===== config.mk =====
export PLATFORM = sky130hd
export DESIGN_NAME = uart_frame_engine
export DESIGN_NICKNAME = d
export VERILOG_FILES = /design/src/rtl/uart_frame_pkg.sv /design/src/rtl/uart_tx_serializer.sv /design/src/rtl/uart_rx_deserializer.sv /design/src/rtl/uart_frame_engine.sv
export SDC_FILE = /design/constraint.sdc
export NUM_CORES = 1
export LEC_CHECK = 0
export BUFFER_PORTS_ARGS = -buffer_cell sky130_fd_sc_hd__buf_2
export CAP_MARGIN = 20
export CORE_ASPECT_RATIO = 2
export CORE_MARGIN = 2
export CORE_UTILIZATION = 50
export CTS_CLUSTER_DIAMETER = 50
export DETAILED_ROUTE_END_ITERATION = 8
export PLACE_DENSITY_LB_ADDON = 0.3
export REMOVE_ABC_BUFFERS = 1
export SYNTH_ARGS = -nofsm -noshare
export SYNTH_HDL_FRONTEND = slang
export SYNTH_SLANG_ARGS = --single-unit

===== constraint.sdc =====
create_clock -name clk -period 5 [get_ports clk]
set_clock_uncertainty 0.1 [all_clocks]
set_input_delay 0.5 -clock clk [delete_from_list [all_inputs] [get_ports clk]]
set_output_delay 0.5 -clock clk [all_outputs]
set_load 0.01 [all_outputs]

===== src/rtl/uart_frame_pkg.sv =====
package uart_frame_pkg;

  localparam int unsigned DATA_W = 8;
  localparam int unsigned LEN_W  = $clog2(DATA_W);

  typedef enum logic [2:0] {
    TX_IDLE, TX_START, TX_DATA, TX_PAR, TX_STOP
  } tx_state_e;

  typedef enum logic [2:0] {
    RX_IDLE, RX_START, RX_DATA, RX_PAR, RX_STOP, RX_REARM
  } rx_state_e;

  typedef struct packed {
    logic [LEN_W-1:0] len_m1;
    logic             par_en;
    logic             par_even;
    logic             two_stop;
  } frame_cfg_t;

  // Mask of the data bits that belong to a frame of len_m1+1 bits.
  function automatic logic [DATA_W-1:0] len_mask(input logic [LEN_W-1:0] len_m1);
    logic [DATA_W-1:0] m;
    for (int i = 0; i < DATA_W; i++) m[i] = (i <= int'(len_m1));
    return m;
  endfunction

  // Parity bit to send or expect for the active data bits.
  function automatic logic parity_of(input logic [DATA_W-1:0] d,
                                     input logic [LEN_W-1:0]  len_m1,
                                     input logic              even);
    logic acc;
    acc = 1'b0;
    for (int i = 0; i < DATA_W; i++)
      if (i <= int'(len_m1)) acc = acc ^ d[i];
    return even ? acc : ~acc;
  endfunction

endpackage


===== src/rtl/uart_tx_serializer.sv =====
module uart_tx_serializer
  import uart_frame_pkg::*;
#(
  parameter int unsigned OSR = 16
) (
  input  logic              clk,
  input  logic              rst_n,
  input  logic              os_tick,
  input  frame_cfg_t        cfg,
  input  logic              force_brk,
  input  logic              flow_en,
  input  logic              cts,
  input  logic              txq_valid,
  input  logic [DATA_W-1:0] txq_data,
  output logic              txq_pop,
  output logic              tx_line,
  output logic              tx_busy
);
  localparam int unsigned CW = $clog2(OSR);

  tx_state_e         state;
  logic [CW-1:0]     tick_cnt;
  logic [LEN_W-1:0]  bit_idx;
  logic              stop_second;
  logic [DATA_W-1:0] shreg;
  frame_cfg_t        fcfg;
  logic              par_q;
  logic              line_q;

  // named events
  logic frame_launch;
  logic bit_end;

  assign frame_launch = (state == TX_IDLE) && txq_valid && (!flow_en || cts);
  assign bit_end      = os_tick && (tick_cnt == CW'(OSR - 1));

  always_ff @(posedge clk or negedge rst_n) begin
    if (!rst_n) begin
      state       <= TX_IDLE;
      tick_cnt    <= '0;
      bit_idx     <= '0;
      stop_second <= 1'b0;
      shreg       <= '0;
      fcfg        <= '0;
      par_q       <= 1'b0;
      line_q      <= 1'b1;
    end else begin
      if (state == TX_IDLE || bit_end) tick_cnt <= '0;
      else if (os_tick)                tick_cnt <= tick_cnt + 1'b1;

      case (state)
        TX_IDLE: begin
          line_q <= 1'b1;
          if (frame_launch) begin
            state  <= TX_START;
            shreg  <= txq_data;
            fcfg   <= cfg;
            par_q  <= parity_of(txq_data, cfg.len_m1, cfg.par_even);
            line_q <= 1'b0;
          end
        end
        TX_START: if (bit_end) begin
          state   <= TX_DATA;
          bit_idx <= '0;
          line_q  <= shreg[0];
        end
        TX_DATA: if (bit_end) begin
          if (bit_idx == fcfg.len_m1) begin
            stop_second <= 1'b0;
            if (fcfg.par_en) begin
              state  <= TX_PAR;
              line_q <= par_q;
            end else begin
              state  <= TX_STOP;
              line_q <= 1'b1;
            end
          end else begin
            bit_idx <= bit_idx + 1'b1;
            shreg   <= shreg >> 1;
            line_q  <= shreg[1];
          end
        end
        TX_PAR: if (bit_end) begin
          state  <= TX_STOP;
          line_q <= 1'b1;
        end
        TX_STOP: if (bit_end) begin
          if (fcfg.two_stop && !stop_second) stop_second <= 1'b1;
          else                               state <= TX_IDLE;
        end
        default: state <= TX_IDLE;
      endcase
    end
  end

  assign txq_pop = frame_launch;
  assign tx_line = force_brk ? 1'b0 : line_q;
  assign tx_busy = (state != TX_IDLE);

  AST_POP_THEN_START: assert property (@(posedge clk) disable iff (!rst_n)
    txq_pop |=> (state == TX_START && line_q == 1'b0));
  AST_SINGLE_POP: assert property (@(posedge clk) disable iff (!rst_n)
    txq_pop |=> !txq_pop);
  AST_IDLE_LINE_HIGH: assert property (@(posedge clk) disable iff (!rst_n)
    (!tx_busy && !force_brk) |-> tx_line);
  AST_STOP_LINE_HIGH: assert property (@(posedge clk) disable iff (!rst_n)
    (state == TX_STOP && !force_brk) |-> tx_line);
  AST_CTS_GATE: assert property (@(posedge clk) disable iff (!rst_n)
    (flow_en && !cts) |-> !txq_pop);

endmodule


===== src/rtl/uart_rx_deserializer.sv =====
module uart_rx_deserializer
  import uart_frame_pkg::*;
#(
  parameter int unsigned OSR = 16
) (
  input  logic              clk,
  input  logic              rst_n,
  input  logic              os_tick,
  input  logic [LEN_W-1:0]  len_m1,
  input  logic              par_en,
  input  logic              par_even,
  input  logic              rx_line,
  output logic              rx_valid,
  output logic [DATA_W-1:0] rx_data,
  output logic              rx_par_err,
  output logic              rx_frm_err,
  output logic              rx_brk
);
  localparam int unsigned CW  = $clog2(OSR);
  localparam int unsigned MID = OSR / 2 - 1;

  rx_state_e         state;
  logic              sync1, sync2;
  logic [CW-1:0]     tick_cnt;
  logic [LEN_W-1:0]  bit_idx;
  logic [DATA_W-1:0] data_q;
  logic [LEN_W-1:0]  len_q;
  logic              pen_q, peven_q;
  logic              par_seen;
  logic              any_one;

  // named events
  logic start_seen;
  logic mid_start;
  logic noise_drop;
  logic bit_sample;

  assign start_seen = (state == RX_IDLE) && os_tick && !sync2;
  assign mid_start  = (state == RX_START) && os_tick && (tick_cnt == CW'(MID));
  assign noise_drop = mid_start && sync2;
  assign bit_sample = os_tick && (tick_cnt == CW'(OSR - 1)) &&
                      (state == RX_DATA || state == RX_PAR || state == RX_STOP);

  always_ff @(posedge clk or negedge rst_n) begin
    if (!rst_n) begin
      sync1 <= 1'b1;
      sync2 <= 1'b1;
    end else begin
      sync1 <= rx_line;
      sync2 <= sync1;
    end
  end

  always_ff @(posedge clk or negedge rst_n) begin
    if (!rst_n) begin
      state      <= RX_IDLE;
      tick_cnt   <= '0;
      bit_idx    <= '0;
      data_q     <= '0;
      len_q      <= '0;
      pen_q      <= 1'b0;
      peven_q    <= 1'b0;
      par_seen   <= 1'b0;
      any_one    <= 1'b0;
      rx_valid   <= 1'b0;
      rx_data    <= '0;
      rx_par_err <= 1'b0;
      rx_frm_err <= 1'b0;
      rx_brk     <= 1'b0;
    end else begin
      rx_valid <= 1'b0;
      if (state == RX_IDLE || state == RX_REARM || mid_start || bit_sample)
        tick_cnt <= '0;
      else if (os_tick)
        tick_cnt <= tick_cnt + 1'b1;

      case (state)
        RX_IDLE: if (start_seen) begin
          state   <= RX_START;
          len_q   <= len_m1;
          pen_q   <= par_en;
          peven_q <= par_even;
        end
        RX_START: if (mid_start) begin
          if (noise_drop) state <= RX_IDLE;
          else begin
            state    <= RX_DATA;
            bit_idx  <= '0;
            data_q   <= '0;
            any_one  <= 1'b0;
            par_seen <= 1'b0;
          end
        end
        RX_DATA: if (bit_sample) begin
          data_q[bit_idx] <= sync2;
          any_one         <= any_one | sync2;
          if (bit_idx == len_q) state <= pen_q ? RX_PAR : RX_STOP;
          else                  bit_idx <= bit_idx + 1'b1;
        end
        RX_PAR: if (bit_sample) begin
          par_seen <= sync2;
          any_one  <= any_one | sync2;
          state    <= RX_STOP;
        end
        RX_STOP: if (bit_sample) begin
          rx_valid   <= 1'b1;
          rx_data    <= data_q;
          rx_par_err <= pen_q && (par_seen != parity_of(data_q, len_q, peven_q));
          rx_frm_err <= !sync2;
          rx_brk     <= !sync2 && !any_one;
          state      <= sync2 ? RX_IDLE : RX_REARM;
        end
        RX_REARM: if (sync2) state <= RX_IDLE;
        default: state <= RX_IDLE;
      endcase
    end
  end

  AST_VALID_ONE_CYCLE: assert property (@(posedge clk) disable iff (!rst_n)
    rx_valid |=> !rx_valid);
  AST_BRK_HAS_FE: assert property (@(posedge clk) disable iff (!rst_n)
    (rx_valid && rx_brk) |-> rx_frm_err);
  AST_DATA_IN_LENGTH: assert property (@(posedge clk) disable iff (!rst_n)
    rx_valid |-> ((rx_data & ~len_mask(len_q)) == '0));
  AST_NOISE_NO_CHAR: assert property (@(posedge clk) disable iff (!rst_n)
    noise_drop |=> !rx_valid);
  AST_LOW_STOP_REARMS: assert property (@(posedge clk) disable iff (!rst_n)
    (rx_valid && rx_frm_err) |-> (state == RX_REARM || state == RX_IDLE));

endmodule


===== src/rtl/uart_frame_engine.sv =====
module uart_frame_engine
  import uart_frame_pkg::*;
#(
  parameter int unsigned OSR = 16
) (
  input  logic        clk,
  input  logic        rst_n,
  input  logic        os_tick,
  input  logic [2:0]  cfg_len_m1,
  input  logic        cfg_par_en,
  input  logic        cfg_par_even,
  input  logic        cfg_two_stop,
  input  logic        cfg_flow_en,
  input  logic        cfg_force_brk,
  input  logic        cts,
  input  logic        txq_valid,
  input  logic [7:0]  txq_data,
  output logic        txq_pop,
  output logic        tx_line,
  output logic        tx_busy,
  input  logic        rx_line,
  output logic        rx_valid,
  output logic [7:0]  rx_data,
  output logic        rx_par_err,
  output logic        rx_frm_err,
  output logic        rx_brk
);
  frame_cfg_t tx_cfg;

  assign tx_cfg.len_m1   = cfg_len_m1;
  assign tx_cfg.par_en   = cfg_par_en;
  assign tx_cfg.par_even = cfg_par_even;
  assign tx_cfg.two_stop = cfg_two_stop;

  uart_tx_serializer #(.OSR(OSR)) u_tx (
    .clk       (clk),
    .rst_n     (rst_n),
    .os_tick   (os_tick),
    .cfg       (tx_cfg),
    .force_brk (cfg_force_brk),
    .flow_en   (cfg_flow_en),
    .cts       (cts),
    .txq_valid (txq_valid),
    .txq_data  (txq_data),
    .txq_pop   (txq_pop),
    .tx_line   (tx_line),
    .tx_busy   (tx_busy)
  );

  uart_rx_deserializer #(.OSR(OSR)) u_rx (
    .clk        (clk),
    .rst_n      (rst_n),
    .os_tick    (os_tick),
    .len_m1     (cfg_len_m1),
    .par_en     (cfg_par_en),
    .par_even   (cfg_par_even),
    .rx_line    (rx_line),
    .rx_valid   (rx_valid),
    .rx_data    (rx_data),
    .rx_par_err (rx_par_err),
    .rx_frm_err (rx_frm_err),
    .rx_brk     (rx_brk)
  );

endmodule


# Word level (Yosys, flattened, before mapping)
# Cells that the tools add are included.
dict set report totals {
  output_inout_bits 15
  ff_bits 65
}
dict set report op_classes {
  add_sub_neg 4
  n_lt_le_gt_ge 16
  mux 113
  reduce_logical 51
  eq_ne 34
  bitwise_logic 17
}
# cell n
set ops {}
lappend ops {{$mux W3} 24}
lappend ops {{$mux W1} 66}
lappend ops {{$mux W8} 6}
lappend ops {{$pmux W8 S2} 2}
lappend ops {{$ne A2 B1 Y1 const B} 13}
lappend ops {{$le A3 B3 Y1 const A} 8}
lappend ops {{$reduce_and A4 Y1} 6}
lappend ops {{$pmux W3 S6} 1}
lappend ops {{$mux W4} 4}
lappend ops {{$reduce_bool A2 Y1} 8}
lappend ops {{$pmux W3 S5} 1}
lappend ops {{$logic_and A1 B1 Y1} 14}
lappend ops {{$reduce_and A7 Y1} 2}
lappend ops {{$xor A1 B1 Y1} 14}
lappend ops {{$eq A3 B2 Y1 const B} 4}
lappend ops {{$le A2 B3 Y1 const A} 4}
lappend ops {{$ne A2 B2 Y1 const B} 6}
lappend ops {{$pmux W3 S2} 2}
lappend ops {{$reduce_and A5 Y1} 2}
lappend ops {{$eq A3 B3 Y1 const B} 3}
lappend ops {{$add A4 B1 Y4 const B} 2}
lappend ops {{$bwmux W8} 1}
lappend ops {{$eq A4 B4 Y1 const B} 2}
lappend ops {{$logic_or A1 B1 Y1} 7}
lappend ops {{other kinds (20)} 33}

# Logic depth before layout (Yosys ltp)
# Gate-level depths: netlist (run 1).
dict set report logic_depth {
  depth_word 38
  mapped_depth 8
}

# Hierarchy
# From an unflattened synthesis (run 1), not the netlist that was laid out.
dict set report unflattened {
  cells_unflattened 413
  hier_area_um2 3706.1
}
# module n_inst cells_each seq_area_each_um2 area_per_inst_um2
set by_module_without_submodules {}
lappend by_module_without_submodules {uart_rx_deserializer 1 223 978.4 2049.5}
lappend by_module_without_submodules {uart_tx_serializer 1 190 651.9 1656.6}

# Worst setup path before layout (run 1)
# OpenSTA, ideal clock, no wires.
dict set report synth_path {
  path_kind {in2reg}
  start {input txq_data[5]}
  end {register u_tx.par_q}
  path_stages 7
  arrival_time_ns 1.914
  path_buffers 0
  slack_ns 2.865
  cell_sequence {and3b_1 a311oi_2 xor2_1 mux2_1 a211oi_2 xnor2_1 o21ai_1}
}
dict set report synth_via {
  elab_chain_cells 14
}
# element line
set synth_lines {}
lappend synth_lines {{start, declared} uart_frame_engine.sv:17} ;# input logic [7:0] txq_data,
lappend synth_lines {{$xor A1 B1 Y1 (*)} uart_frame_pkg.sv:35} ;# if (i <= int'(len_m1)) acc = acc ^ d[i];
lappend synth_lines {{$mux W1 (*)} uart_frame_pkg.sv:35}
lappend synth_lines {{$mux W1 (*)} uart_tx_serializer.sv:54} ;# if (frame_launch) begin
lappend synth_lines {{$mux W1 (*)} uart_tx_serializer.sv:51} ;# case (state)
lappend synth_lines {{$xor A1 B1 Y1} uart_frame_pkg.sv:35}
lappend synth_lines {{$mux W1 (*)} uart_frame_pkg.sv:35}
lappend synth_lines {{$mux W1 (*)} uart_tx_serializer.sv:54}
lappend synth_lines {{$mux W1 (*)} uart_tx_serializer.sv:51}
lappend synth_lines {{$xor A1 B1 Y1} uart_frame_pkg.sv:35}
lappend synth_lines {{$mux W1 (*)} uart_frame_pkg.sv:35}
lappend synth_lines {{$mux W1 (*)} uart_tx_serializer.sv:54}
lappend synth_lines {{$mux W1 (*)} uart_tx_serializer.sv:51}
lappend synth_lines {{$not A1 Y1} uart_frame_pkg.sv:36} ;# return even ? acc : ~acc;
lappend synth_lines {{$mux W1 (*)} uart_frame_pkg.sv:36}
lappend synth_lines {{end signal, assigned} uart_tx_serializer.sv:58} ;# par_q <= parity_of(txq_data, cfg.len_m1, cfg.par_even);
lappend synth_lines {{end, declared} uart_tx_serializer.sv:27} ;# logic par_q;
# Mark *: on every way between the ends. The rest lies on a longest branch, timed or not. The select of a mux whose other input is x is not followed.
# A chain may end at the register's enable or synchronous reset.

# Worst setup path after layout (run 1)
dict set report layout_path {
  start {register u_tx.state[2]}
  end {output txq_pop}
}
dict set report layout_via {
  elab_chain_cells 3
}
# element line
set layout_lines {}
lappend layout_lines {{start, declared} uart_tx_serializer.sv:21} ;# tx_state_e state;
lappend layout_lines {{start signal, assigned} uart_tx_serializer.sv:39} ;# state <= TX_IDLE;
lappend layout_lines {{start signal, assigned} uart_tx_serializer.sv:55} ;# state <= TX_START;
lappend layout_lines {{start signal, assigned} uart_tx_serializer.sv:63} ;# state <= TX_DATA;
lappend layout_lines {{$logic_not A3 Y1} uart_tx_serializer.sv:34} ;# assign frame_launch = (state == TX_IDLE) && txq_valid && (!flow_en || cts);
lappend layout_lines {{$logic_and A1 B1 Y1 (2 in a row)} uart_tx_serializer.sv:34}
lappend layout_lines {{end, declared} uart_frame_engine.sv:18} ;# output logic txq_pop,
# No other way between the ends.

==> qor.txt, run 1 <==
First-pass GRT wire length -> 12580 µm
Largest net degree at the start of global routing -> 66
Post-route setup slack -> 2377 ps
DR vias -> 2819
CTS Sinks -> 65
Dpl ws -> 2529 ps
Status -> finished, final reports clean
Die width -> 63.71 µm
Initial antenna violation count -> 0
Tightest Pin Transition -> 832.0 ps
Post-route cell area -> 0.004026 mm²
Combinational share of power -> 0.315
Crit Reg-Reg Startpoint -> u_rx.state[1]
Tmin final -> 2623 ps
Ports -> 37
Largest family of logic cells by synthesized area -> compound AO/OA/AOI/OAI gates
Detailed Route Iter0 Violations -> 148
Vias/cell -> 5.661
Top Family by Delay on Critical Path -> simple AND/OR/NAND/NOR gates
TritonCTS Buffers -> 9
Chip height -> 123.4 µm
H-tree Lvls -> 3
Ys flop type -> dfrtp_1
Worst setup path startpoint -> u_tx.state[2]
Final Instance Count excl. Fillers -> 498
Crit. End Element -> output pin
Pwr Density -> 496.5 mW/mm²
Dominant cells by area after synthesis -> dfrtp_1 (44%), xnor2_1 (4.2%), o21ai_0 (4.1%)
Vias in the first global route -> 2667
Startpoint Class -> flip-flop
Post-synthesis compound-gate area fraction -> 0.1818
Post-DP HPWL -> 5290 µm
Static Leak -> 1.854 nW
Register area share after synthesis -> 0.4574
Buffer depth of the longest clock path -> 2
Xor/xnor share of the synthesized area -> 0.05160
Resize count post-CTS -> 0
Worst-path cell chain -> nor3_2, inv_1, or2_1, inv_1, buf_2
Area Overhead vs Synth -> 12.95%
Post-synth EDFFs -> 0
Post-Syn Area -> 0.003565 mm²
Routed Wire Length -> 7263 µm
Synth Warn # -> 0
Fraction of layout cells with a size suffix above 1 -> 0.1789
Cell mode on critical path -> inv_1
CP Buf/Inv Count -> 3
Worst slew margin -> 0.4423
Worst VDD drop -> 0.3264 mV
Mux share of post-synthesis cell area -> 0.08880
Simple-Gate Fraction of Synth Area -> 0.1604
CTS tree -> yes
Routability cong. -> 0.8796
N_diodes -> 0
I/O Buffers -> 36
Psw -> 0.7000 mW
CTS hold repair buffers -> 0
RSZ-0062 raised after global routing -> no
DR WL/cell -> 14.58 µm
Initial Util -> 0.5136
Critical path peak fanout -> 11
Dpl cell area -> 0.003764 mm²
Clock latency at the later pin of the worst-skew pair -> 330 ps
Internal power -> 1.299 mW
Maxcap violations -> 0
Synth Area in Adders -> 0.01685
Register share of total power -> 0.405
Post-Place Cells -> 482
Die Area -> 0.007862 mm²
Final max-slew violation count -> 0
Final period utilization -> 0.5246
Sw frac -> 0.3502
Achievable Freq -> 381.2 MHz
Final setup TNS -> 0 ps
CORE AREA -> 0.006940 mm²
CP required -> 4400 ps
Nets -> 429
Yosys reg bits -> 65
Final hold violation count -> 0
Gr usage total -> 0.2129
DRC -> 0
Post-CTS Setup Bufs -> 0
Worst min path class -> in -> reg
Unique masters post-synth -> 57
Clock slew at reported path FFs -> 50 ps
Worst hold margin -> 163.8 ps
Critical path's largest stage delay -> 500 ps
Synth area leader -> dfrtp_1
CP arrival -> 2020 ps
Top cell type's share of synthesized area -> 0.4352
Final ANT Viol Nets -> 0
Avg Inst Size Synth -> 9.455 µm²
Ys async rst share -> 1.000
Row count -> 43
Pre-antenna DRT Iters -> 6
Hold wc startpoint -> rx_line
Root buffer cell -> clkbuf_16
Crit Path Category -> reg -> out
Clock network fraction of total power -> 0.279
Synth Instances -> 377
Critical Path Slowest Stage Cell -> dfrtp_1
GRT overflow -> 0
Setup Viol. Count Final -> 0
-- path summary, 6_finish.rpt --
kind / endpoint / slack, ps / depth (start not counted)
worst max-delay path: txq_pop / 2380 / 5
worst min-delay path: u_rx.sync1 / 160 / 1
worst max register to register: u_rx.data_q[2] / 2590 / 5
worst min register to register: u_rx.sync2 / 260 / 0
max in group asynchronous: u_tx.shreg[7] / 4030 / 2
min in group asynchronous: u_rx.rx_valid / 230 / 2
-- cells by family (layout without fill, tap and decap cells) --
logic type               Yosys count  in the layout
multiplexers                      29             29
buffers and inverters             36             67
flip-flops                        65             65
AO/OA/AOI/OAI                    101            101
XOR/XNOR                          21             21
AND/OR/NAND/NOR                  120            120
adder cells (fa/ha/maj)            5              5
-- final cells by class --
type | instances | area [µm²]
clock buffers | 15 | 257.7
flip-flops and latches | 65 | 1630
inverters | 14 | 52.55
fillers | 616 | 2914
well taps | 90 | 112.6
repair buffers | 37 | 187.7
multi-input cells | 276 | 1780
clock inverters | 1 | 5.005
-- power by group through the flow --
stage | sequential [mW] | clock, mW | combinational [mW]
3_5_place_dp | 0.815 | 0 | 0.634
5_1_grt | 0.831 | 0.599 | 0.710
4_1_cts | 0.807 | 0.572 | 0.637
2_1_floorplan | 0.769 | 0 | 0.508
6_report | 0.810 | 0.558 | 0.631
3_3_place_gp | 0.813 | 0 | 0.618
-- cell usage after synthesis (all sizes together), types with 2 or more instances --
master  count
nand3b      2
a31oi       6
nand2b      3
or2         2
o221ai      2
nor2       38
and3        2
dfstp       3
xnor2      17
buf         6
or3         3
a22oi       4
a311oi      2
ha          4
nor3        8
inv        14
clkbuf     15
o21ai      35
a21o        3
a211oi      2
nor2b       5
dfrtp      62
a21oi      26
mux2i       8
xor2        4
nand3      15
a32o        2
o31ai       5
o22ai       4
nand2      34
mux2       21
nand4       3
a22o        2
-- placed cells by master, fill, tap and decap left out, drive strengths merged, types with 4 or more instances in the layout --
master   n
nor3     8
nor2b    5
xor2     4
a21oi   26
ha       4
o22ai    4
nor2    38
o21ai   35
xnor2   17
inv     14
clkbuf  15
o31ai    5
dfrtp   62
mux2    21
a31oi    6
mux2i    8
nand3   15
a22oi    4
nand2   34
buf     37
-- worst register-to-register path, stage by stage (launching register included) --
cell	delay, ps
dfrtp_1	580
nor2b_1	440
nand2b_1	360
nor3_1	400
nand2_1	180
o21ai_0	250
-- layer usage --
metal,track usage,part of all wire,up-vias
li1,-,-,1386
met1,0.2249,0.39,1366
met2,0.3789,0.54,48
met3,0.06642,0.036,19
met4,0.1033,0.028,0
met5,0,0,-
-- flip-flops by register name (all words and copies together) (netlist names), 4 cells and up --
signal         count
u_tx.shreg         8
u_rx.tick_cnt      4
u_tx.fcfg          5
u_tx.tick_cnt      4
u_rx.rx_data       8
u_rx.data_q        8
-- per-stage QoR --
| stage | util | total power [mW] |
|---|---|---|
| 2_1_floorplan | - | 1.277 |
| 3_3_place_gp | 0.5423 | 1.431 |
| 3_5_place_dp | 0.5423 | 1.449 |
| 4_1_cts | 0.5801 | 2.016 |
| 5_1_grt | 0.5801 | 2.141 |
| 6_report | 0.5801 | 1.999 |
Note: power is estimated with default switching activity, not from simulation.
==> inputs of run 2 (changes only) <==
==> constraint.sdc (replaced) <==
create_clock -name clk -period 2.3 [get_ports clk]
set_clock_uncertainty 0.1 [all_clocks]
set_input_delay 0.23 -clock clk [delete_from_list [all_inputs] [get_ports clk]]
set_output_delay 0.23 -clock clk [all_outputs]
set_load 0.01 [all_outputs]
==> qor.txt, run 2 (synthesized netlist as in run 1, its figures left out) <==
Clock latency at the later pin of the worst-skew pair -> 330 ps (about the same)
Worst min path class -> in -> reg (unchanged)
Critical path peak fanout -> 11 (unchanged)
Final hold violation count -> 0 (unchanged)
Crit Path Category -> reg -> out (unchanged)
Register share of total power -> 0.373 (was 0.405)
Psw -> 1.557 mW (was 0.7000 mW)
Pwr Density -> 1094 mW/mm² (was 496.5 mW/mm²)
Pre-antenna DRT Iters -> 4 (was 6)
Routed Wire Length -> 7554 µm (was 7263 µm)
First-pass GRT wire length -> 12990 µm (was 12580 µm)
Buffer depth of the longest clock path -> 2 (unchanged)
Die width -> 63.71 µm (unchanged)
Fillers -> 600 (was 616)
Maxcap violations -> 0 (unchanged)
CTS hold repair buffers -> 3 (was 0)
Initial antenna violation count -> 0 (unchanged)
DRC -> 0 (unchanged)
Internal power -> 3.048 mW (was 1.299 mW)
Chip height -> 123.4 µm (unchanged)
Most frequent cells in the layout -> dfrtp_1 (62), nor2_1 (38), buf_2 (36) (unchanged)
CORE AREA -> 0.006940 mm² (unchanged)
Fraction of layout cells with a size suffix above 1 -> 0.2123 (was 0.1789)
RSZ-0062 raised after global routing -> no (unchanged)
Combinational share of power -> 0.336 (was 0.315)
DR vias -> 2895 (was 2819)
Nets -> 446 (was 429)
Biggest regs -> u_rx.data_q (8), u_rx.rx_data (8), u_tx.shreg (8) (unchanged)
Ports -> 37 (unchanged)
Worst VDD drop -> 0.6568 mV (was 0.3264 mV)
DR WL/cell -> 14.70 µm (was 14.58 µm)
H-tree Lvls -> 3 (unchanged)
CTS Sinks -> 65 (unchanged)
Final period utilization -> 0.9425
Final setup TNS -> 0 ps (unchanged)
Detailed Route Iter0 Violations -> 143 (was 148)
Vias in the first global route -> 2823 (was 2667)
Clock network fraction of total power -> 0.291 (was 0.279)
CP arrival -> 1840 ps (was 2020 ps)
Die Area -> 0.007862 mm² (unchanged)
I/O Buffers -> 36 (unchanged)
Initial Util -> 0.5136 (unchanged)
Vias/cell -> 5.632 (was 5.661)
Resize count post-CTS -> 0 (unchanged)
Post-CTS Setup Bufs -> 0 (unchanged)
GRT overflow -> 0 (unchanged)
N_diodes -> 0 (unchanged)
Commonest non-fill, non-tap cell in the layout -> dfrtp_1 (unchanged)
Clock slew at reported path FFs -> 50 ps (about the same)
Startpoint Class -> flip-flop (unchanged)
Static Leak -> 1.962 nW (was 1.854 nW)
Routability cong. -> 0.8968 (was 0.8796)
Root buffer cell -> clkbuf_16 (unchanged)
Tot Pwr -> 4.605 mW (was 1.999 mW)
Crit. End Element -> output pin (unchanged)
Post-DP HPWL -> 5666 µm (was 5290 µm)
Setup Viol. Count Final -> 0 (unchanged)
Row count -> 43 (unchanged)
Largest net degree at the start of global routing -> 42 (was 66)
Status -> finished, final reports clean (unchanged)
Gr usage total -> 0.2161 (was 0.2129)
CTS tree -> yes (unchanged)
Tmin final -> 2168 ps
Final ANT Viol Nets -> 0 (unchanged)
Sw frac -> 0.3381 (was 0.3502)
Tightest Pin Transition -> 631.6 ps (was 832.0 ps)
CP required -> 1970 ps (was 4400 ps)
Achievable Freq -> 461.3 MHz
Area Overhead vs Synth -> 18.04% (was 12.95%)
Final max-slew violation count -> 0 (unchanged)
TritonCTS Buffers -> 9 (unchanged)
Worst slew margin -> 0.5789 (was 0.4423)
[run 2: path summary, 6_finish.rpt]
check	startpoint	endpoint	slack, ps	depth (start not counted)
min in group asynchronous	rst_n	u_rx.rx_valid	340	2
max in group asynchronous	rst_n	u_rx.sync2	1080	3
worst min register to register	u_rx.sync1	u_rx.sync2	250	0
worst max-delay path	u_tx.state[2]	txq_pop	130	5
worst max register to register	u_rx.tick_cnt[0]	u_rx.state[1]	200	6
worst min-delay path	cfg_par_en	u_tx.fcfg[2]	40	3
[run 2: final cells by class]
type,count,area [µm²],area share
multi-input cells,276,1780,0.4231
flip-flops and latches,65,1630,0.3875
repair buffers,54,335.3,0.07969
clock buffers,12,256.5,0.06096
well taps,90,112.6,0.02676
inverters,14,52.55,0.01249
clock inverters,3,40.04,0.009515
[run 2: worst max-delay path: stages (launching register included)]
cell,delay (ps)
dfrtp_1,500
nor3_2,250
inv_1,70
or2_1,390
inv_1,150
buf_2,140
[run 2: power by group through the flow]
stage               combinational [mW]  clock [mW]  sequential (mW)
floorplan                         1.10           0             1.67
global placement                  1.50           0             1.72
detailed placement                1.55           0             1.73
CTS                               1.56        1.38             1.71
global route                      1.73        1.43             1.76
finish                            1.55        1.34             1.72
[run 2: through the flow]
step / utilization / hold WS, ps / cells / setup slack [ps] / instance area [µm²]
after detailed placement: 0.5592 / 169.2 / 496 / 104.7 / 3881
final: 0.6063 / 35.76 / 514 / 132.3 / 4208
after global routing: 0.6063 / 40.71 / 514 / 30.64 / 4208
after CTS: 0.6063 / 22.54 / 514 / 125.8 / 4208
after global placement: 0.5592 / 167.0 / 496 / 167.0 / 3881
after floorplan: - / -165.6 / 355 / 315.4 / 3463
[run 2: per-layer routing]
layer,global-route usage,routed length (µm),up-vias
met5,0,0,-
li1,-,-,1424
met1,0.2265,2852,1388
met4,0.1046,234,0
met2,0.4013,4251,66
met3,0.04732,215,17
